## src/rtl/trs_pkg.sv

```systemverilog
package trs_pkg;

    localparam logic [1:0] PRIV_U = 2'd0;
    localparam logic [1:0] PRIV_S = 2'd1;
    localparam logic [1:0] PRIV_M = 2'd3;

    localparam int CAUSE_W = 5;
    localparam logic [CAUSE_W-1:0] CAUSE_MISALIGN = 5'd0;
    localparam logic [CAUSE_W-1:0] CAUSE_ILLEGAL  = 5'd2;
    localparam logic [CAUSE_W-1:0] CAUSE_VIRT     = 5'd22;

    typedef struct packed {
        logic [1:0] priv;
        logic       virt;
        logic       sie;
        logic       spie;
        logic       spp;
        logic       mie;
        logic       mpie;
        logic [1:0] mpp;
        logic       mpv;
        logic       spv;
    } trs_state_t;

    typedef struct packed {
        logic               exc;
        logic [CAUSE_W-1:0] cause;
        trs_state_t         st;
    } trs_verdict_t;

endpackage

```

## src/rtl/trs_sret_eval.sv

```systemverilog
module trs_sret_eval
    import trs_pkg::*;
#(
    parameter int XLEN = 32
) (
    input  trs_state_t    cur,
    input  logic          tsr,
    input  logic          vtsr,
    input  logic          has_c,
    input  logic          has_h,
    input  logic [XLEN-1:0] epc,
    output trs_verdict_t  verdict
);

    logic misaligned;
    assign misaligned = !has_c && (epc[1:0] != 2'b00);

    always_comb begin
        verdict       = '0;
        verdict.st    = cur;
        if (cur.priv < PRIV_S) begin
            verdict.exc   = 1'b1;
            verdict.cause = CAUSE_ILLEGAL;
        end else if (misaligned) begin
            verdict.exc   = 1'b1;
            verdict.cause = CAUSE_MISALIGN;
        end else if (tsr && (cur.priv != PRIV_M)) begin
            verdict.exc   = 1'b1;
            verdict.cause = CAUSE_ILLEGAL;
        end else if (has_h && cur.virt && vtsr) begin
            verdict.exc   = 1'b1;
            verdict.cause = CAUSE_VIRT;
        end else begin
            verdict.st.sie  = cur.spie;
            verdict.st.spie = 1'b1;
            verdict.st.spp  = 1'b0;
            verdict.st.priv = cur.spp ? PRIV_S : PRIV_U;
            if (has_h && !cur.virt) begin
                verdict.st.spv  = 1'b0;
                verdict.st.virt = cur.spv;
            end
        end
    end

endmodule

```

## src/rtl/trs_mret_eval.sv

```systemverilog
module trs_mret_eval
    import trs_pkg::*;
#(
    parameter int XLEN   = 32,
    parameter int RULE_W = 5
) (
    input  trs_state_t      cur,
    input  logic            has_c,
    input  logic            has_h,
    input  logic            has_pmp,
    input  logic [RULE_W-1:0] pmp_rules,
    input  logic [XLEN-1:0] epc,
    output trs_verdict_t    verdict
);

    logic misaligned;
    logic no_rules_block;
    assign misaligned     = !has_c && (epc[1:0] != 2'b00);
    assign no_rules_block = has_pmp && (pmp_rules == '0) && (cur.mpp != PRIV_M);

    always_comb begin
        verdict    = '0;
        verdict.st = cur;
        if (cur.priv != PRIV_M) begin
            verdict.exc   = 1'b1;
            verdict.cause = CAUSE_ILLEGAL;
        end else if (misaligned) begin
            verdict.exc   = 1'b1;
            verdict.cause = CAUSE_MISALIGN;
        end else if (no_rules_block) begin
            verdict.exc   = 1'b1;
            verdict.cause = CAUSE_ILLEGAL;
        end else begin
            verdict.st.mie  = cur.mpie;
            verdict.st.mpie = 1'b1;
            verdict.st.mpp  = PRIV_U;
            verdict.st.mpv  = 1'b0;
            verdict.st.priv = cur.mpp;
            if (has_h) begin
                verdict.st.virt = cur.mpv;
            end
        end
    end

endmodule

```

## src/rtl/trap_ret_unit.sv

```systemverilog
module trap_ret_unit
    import trs_pkg::*;
#(
    parameter int XLEN   = 32,
    parameter int RULE_W = 5
) (
    input  logic              clk,
    input  logic              rst_n,
    input  logic              req_valid,
    input  logic              req_is_mret,
    input  logic [1:0]        cur_priv,
    input  logic              cur_virt,
    input  logic              st_sie,
    input  logic              st_spie,
    input  logic              st_spp,
    input  logic              st_mie,
    input  logic              st_mpie,
    input  logic [1:0]        st_mpp,
    input  logic              st_mpv,
    input  logic              st_tsr,
    input  logic              hs_spv,
    input  logic              hs_vtsr,
    input  logic [XLEN-1:0]   sepc,
    input  logic [XLEN-1:0]   mepc,
    input  logic              has_c,
    input  logic              has_h,
    input  logic              has_pmp,
    input  logic [RULE_W-1:0] pmp_rules,
    output logic              rsp_valid,
    output logic              rsp_commit,
    output logic              rsp_exc,
    output logic [4:0]        rsp_cause,
    output logic [1:0]        nxt_priv,
    output logic              nxt_virt,
    output logic              nxt_sie,
    output logic              nxt_spie,
    output logic              nxt_spp,
    output logic              nxt_mie,
    output logic              nxt_mpie,
    output logic [1:0]        nxt_mpp,
    output logic              nxt_mpv,
    output logic              nxt_spv,
    output logic [XLEN-1:0]   ret_pc
);

    typedef struct packed {
        logic               valid;
        logic               commit;
        logic               exc;
        logic [CAUSE_W-1:0] cause;
        trs_state_t         st;
        logic [XLEN-1:0]    pc;
    } resp_t;

    trs_state_t   cur_st;
    trs_verdict_t s_verdict;
    trs_verdict_t m_verdict;
    trs_verdict_t pick;
    resp_t        resp_d;
    resp_t        resp_q;

    always_comb begin
        cur_st      = '0;
        cur_st.priv = cur_priv;
        cur_st.virt = cur_virt;
        cur_st.sie  = st_sie;
        cur_st.spie = st_spie;
        cur_st.spp  = st_spp;
        cur_st.mie  = st_mie;
        cur_st.mpie = st_mpie;
        cur_st.mpp  = st_mpp;
        cur_st.mpv  = st_mpv;
        cur_st.spv  = hs_spv;
    end

    trs_sret_eval #(.XLEN(XLEN)) u_sret (
        .cur     (cur_st),
        .tsr     (st_tsr),
        .vtsr    (hs_vtsr),
        .has_c   (has_c),
        .has_h   (has_h),
        .epc     (sepc),
        .verdict (s_verdict)
    );

    trs_mret_eval #(.XLEN(XLEN), .RULE_W(RULE_W)) u_mret (
        .cur       (cur_st),
        .has_c     (has_c),
        .has_h     (has_h),
        .has_pmp   (has_pmp),
        .pmp_rules (pmp_rules),
        .epc       (mepc),
        .verdict   (m_verdict)
    );

    assign pick = req_is_mret ? m_verdict : s_verdict;

    always_comb begin
        resp_d        = resp_q;
        resp_d.valid  = 1'b0;
        resp_d.commit = 1'b0;
        resp_d.exc    = 1'b0;
        if (req_valid) begin
            resp_d.valid  = 1'b1;
            resp_d.exc    = pick.exc;
            resp_d.commit = !pick.exc;
            resp_d.cause  = pick.cause;
            resp_d.st     = pick.st;
            resp_d.pc     = pick.exc ? '0 : (req_is_mret ? mepc : sepc);
        end
    end

    always_ff @(posedge clk or negedge rst_n) begin
        if (!rst_n) begin
            resp_q         <= '0;
            resp_q.st.priv <= PRIV_M;
        end else begin
            resp_q <= resp_d;
        end
    end

    assign rsp_valid  = resp_q.valid;
    assign rsp_commit = resp_q.commit;
    assign rsp_exc    = resp_q.exc;
    assign rsp_cause  = resp_q.cause;
    assign nxt_priv   = resp_q.st.priv;
    assign nxt_virt   = resp_q.st.virt;
    assign nxt_sie    = resp_q.st.sie;
    assign nxt_spie   = resp_q.st.spie;
    assign nxt_spp    = resp_q.st.spp;
    assign nxt_mie    = resp_q.st.mie;
    assign nxt_mpie   = resp_q.st.mpie;
    assign nxt_mpp    = resp_q.st.mpp;
    assign nxt_mpv    = resp_q.st.mpv;
    assign nxt_spv    = resp_q.st.spv;
    assign ret_pc     = resp_q.pc;

    AST_RSP_FOLLOWS_REQ: assert property (@(posedge clk) disable iff (!rst_n)
        req_valid |=> rsp_valid);
    AST_NO_SPURIOUS_RSP: assert property (@(posedge clk) disable iff (!rst_n)
        !req_valid |=> !rsp_valid);
    AST_ONE_OUTCOME: assert property (@(posedge clk) disable iff (!rst_n)
        rsp_valid |-> (rsp_commit ^ rsp_exc));
    AST_SRET_USER_ILLEGAL: assert property (@(posedge clk) disable iff (!rst_n)
        (req_valid && !req_is_mret && cur_priv == PRIV_U) |=> (rsp_exc && rsp_cause == CAUSE_ILLEGAL));
    AST_MRET_LOW_ILLEGAL: assert property (@(posedge clk) disable iff (!rst_n)
        (req_valid && req_is_mret && cur_priv != PRIV_M) |=> (rsp_exc && rsp_cause == CAUSE_ILLEGAL));
    AST_SRET_POP: assert property (@(posedge clk) disable iff (!rst_n)
        (req_valid && !req_is_mret) |=> (!rsp_commit || (nxt_spie && !nxt_spp)));
    AST_MRET_POP: assert property (@(posedge clk) disable iff (!rst_n)
        (req_valid && req_is_mret) |=> (!rsp_commit || (nxt_mpie && nxt_mpp == PRIV_U && !nxt_mpv)));
    AST_EXC_ZERO_PC: assert property (@(posedge clk) disable iff (!rst_n)
        rsp_exc |-> (ret_pc == '0));

endmodule

```

## config.mk

```make
export PLATFORM = sky130hd
export DESIGN_NAME = trap_ret_unit
export DESIGN_NICKNAME = d
export VERILOG_FILES = /design/src/rtl/trs_pkg.sv /design/src/rtl/trs_sret_eval.sv /design/src/rtl/trs_mret_eval.sv /design/src/rtl/trap_ret_unit.sv
export SDC_FILE = /design/constraint.sdc
export NUM_CORES = 1
export LEC_CHECK = 0
export BUFFER_PORTS_ARGS = -buffer_cell sky130_fd_sc_hd__buf_4
export CAP_MARGIN = 5
export CORE_ASPECT_RATIO = 0.6
export CORE_MARGIN = 2
export CORE_UTILIZATION = 45
export CTS_BUF_LIST = sky130_fd_sc_hd__clkbuf_8 sky130_fd_sc_hd__clkbuf_16
export CTS_CLUSTER_SIZE = 28
export DETAILED_ROUTE_END_ITERATION = 6
export GPL_TIMING_DRIVEN = 0
export PLACE_DENSITY = 0.78
export RECOVER_POWER = 25
export SLEW_MARGIN = 20
export SYNTH_ARGS = -nofsm -noshare
export SYNTH_HDL_FRONTEND = slang
export SYNTH_SLANG_ARGS = --single-unit
```

## constraint.sdc

```tcl
create_clock -name clk -period 1 [get_ports clk]
set_input_delay 0.2 -clock clk [delete_from_list [all_inputs] [get_ports clk]]
set_output_delay 0.2 -clock clk [all_outputs]
set_load 0.02 [all_outputs]
```

==> flow_summary.json <==
{
  "status": "complete, but fails checks",
  "violations": "negative setup slack",
  "wl_met1_mm": 4.154,
  "min_path_type": "input port to flip-flop",
  "ir_worst_vdd_mv": 0.7079,
  "met2_length_mm": 4.824,
  "syn_area_um2": 2561,
  "fin_nets": 538,
  "max_freq_ghz": 0.6512,
  "start_util_pct": 46.20,
  "path_max_fanout": 5,
  "routed-wl-met3_um": 851,
  "row_count": 21,
  "drtIter0Drc": 141,
  "track_usage_pct": 28.33,
  "rsz0062_at_grt": "true",
  "dp.cells": 456,
  "vias": 2845,
  "clk_pin_slew_ns": 0.10,
  "die_y_um": 62.44,
  "grt_overflow_total": 0,
  "detail_route.vias_per_cell": 5.378,
  "regArea_um2": 1229,
  "max_cap_viol_count": 0,
  "fin_setup_tns_ns": -23.33,
  "finalCritPeriodShare_pct": 153.6,
  "slowest_stage": "or4_4",
  "grt_pass1_wl_mm": 13.88,
  "multi_input_comb_area_um2": 1511,
  "ant_nets": 0,
  "final_hold_viol_count": 0,
  "slowest_delay_ns": 0.57,
  "dieArea_um2": 6331,
  "synth.distinct_cells": 42,
  "synth_ff_type": "dfrtp_1",
  "yosysSeqAreaShare_pct": 47.97,
  "end_kind": "flip-flop",
  "core_area_um2": 5544,
  "top_layer": "met4",
  "drt-pass1-iter-count": 4,
  "die_x_um": 101.4,
  "cts_max_path_buffers": 2,
  "placed_area_um2": 3809,
  "clock-sinks": 49,
  "synth-seq-cells": 49,
  "routabilityCongestion": 0.7945,
  "worstPathArrival_ns": 1.73,
  "diodes": 0,
  "antenna_found_initial": 0,
  "synth_enable_flop_cells": 0,
  "drc_errors": 0,
  "grt_pass1_vias": 2739,
  "cp-start-kind": "input port",
  "clkLatencyLatePin_ns": 0.31,
  "worstSetupPathType": "input port to flip-flop",
  "crit_top_cell": "buf_6",
  "async_flop_share_pct": 100.0,
  "yosysWarnings": 0,
  "fillers": 269,
  "final_max_slew_viol_count": 0,
  "r2r_slack_ns": 0.05,
  "syn_to_final_growth_pct": 90.96,
  "fin_cells": 529,
  "synthCells": 236,
  "h-tree-depth": 2,
  "finClkSkew_ns": 0,
  "dp_hpwl_mm": 5.703,
  "tritoncts": "yes",
  "routed_wl_mm": 9.993,
  "cellPowerDensity_nw_per_um2": 1117,
  "final_core_util_pct": 88.22,
  "io_buffers": 139,
  "ios": 142,
  "routedWlPerCell_um": 18.89,
  "syn_avg_cell_area_um2": 10.85,
  "tightest_slew_ns": 0.8001,
  "root_buffer": "clkbuf_8",
  "p_leak_nw": 2.357,
  "fin_area_um2": 4891,
  "setup_ws_ns": -0.5356,
  "cts_buffers": 5,
  "grt_max_degree": 50,
  "crit_chain": "buf_6 -> or4_4 -> o311a_4 -> nor2_4 -> buf_6 -> buf_6 -> o2bb2ai_2",
  "critPathRequiredTime_ns": 1.20,
  "final-setup-viol-count": 94,
  "period_minus_slack_ns": 1.536,
  "layout-drive-gt1-share_pct": 68.37,
  "timing.slew.headroom_pct": 46.66
}
-- timing repair --
action / 4_1_cts / 5_1_grt
endpoints found under the hold margin: 47 / 1
hold buffers: 1 / 1
setup buffers: 38 / 25
setup endpoints to repair: 95 / 97
pin swaps: 21 / 18
resized for setup: 84 / 41
gates cloned: 3 / 0
-- layout by cell type (no fill, tap or decap), drive strengths merged, types with 2 or more instances in the layout --
master       netlist  routed
clkbuf             9      19
dfstp              2       2
o2bb2ai           36      36
mux2i              3       3
dlygate4sd3        0       2
nor2              12      12
inv                6       6
clkinv             1       3
nand2             40      40
and3               2       2
mux2              32      32
a21oi              4       4
buf               11     209
o21ai              4       4
conb               1       2
dfrtp             47      47
nand2b             2       2
nor3               2       2
a31oi              2       2
o21bai             3       3
-- flip-flops by register name, indices dropped and copies added, names as in the netlist, 2 cells and up --
name       count
nxt_mpp        2
nxt_priv       2
ret_pc        32
rsp_cause      2
-- cells by family after synthesis --
group / Yosys count / synth area share [%]
AND/OR/NAND/NOR: 66 / 12.60
buffers and inverters: 27 / 4.884
other: 1 / 0.1464
multiplexers: 35 / 15.24
flip-flops: 49 / 47.97
AO/OA/AOI/OAI: 58 / 19.15
-- through the flow --
step,hold WS (ns),power (mW),worst slack (ns)
after global routing,0.1463,5.663,-0.5441
final,0.1348,5.464,-0.5356
after global placement,0.2536,3.593,-0.8550
after floorplan,-0.09559,2.927,-0.5945
after CTS,0.01298,5.231,-0.5153
after detailed placement,0.2571,3.624,-0.8839
-- layer usage --
layer  track usage [%]  vias to the layer above
li1                  -                     1277
met1             38.42                     1373
met2             45.12                      172
met3             8.277                       23
met4             6.588                        0
met5                 0                        -
-- critical path: cells and delay by family --
family	cells	cell delay, ns
simple gates	2	0.72
compound gates	2	0.43
buf+inv	3	0.38
-- synthesized netlist by cell type (all sizes together), types with 2 or more instances --
cell type	count	area, um2
buf	11	65.05
nor3	2	10.01
mux2	32	360.3
o21bai	3	22.52
dfrtp	47	1176
a31oi	2	12.51
nand2b	2	12.51
nor2	12	52.55
o2bb2ai	36	315.3
o21ai	4	20.01
inv	6	22.52
mux2i	3	30.03
dfstp	2	52.55
and3	2	13.77
clkbuf	9	33.78
nand2	40	150.1
a21oi	4	20.02
-- final cells by class --
| cell class | count | area share, % |
|---|---|---|
| plain buffers | 20 | 2.686 |
| multi-input cells | 161 | 30.90 |
| flip-flops and latches | 49 | 25.12 |
| clock buffers | 6 | 1.688 |
| inverters | 7 | 0.5628 |
| well taps | 80 | 2.047 |
| clock inverters | 2 | 0.2814 |
| repair buffers | 204 | 36.71 |
-- where the power goes --
group	switching [mW]	internal [mW]
logic	0.871	1.06
registers	0.123	2.13
clock network	0.715	0.563
total	1.71	3.75
-- final timing paths --
kind / from / to / depth (start not counted)
worst min-delay path: cur_virt / nxt_virt / 3
worst max-delay path: pmp_rules[0] / ret_pc[9] / 7
min in group asynchronous: rst_n / nxt_sie / 2
max in group asynchronous: rst_n / ret_pc[23] / 2
worst max register to register: rsp_cause[1] / rsp_cause[1] / 3
worst min register to register: ret_pc[28] / ret_pc[28] / 1
No activity file was read; power rests on OpenSTA's default activity.
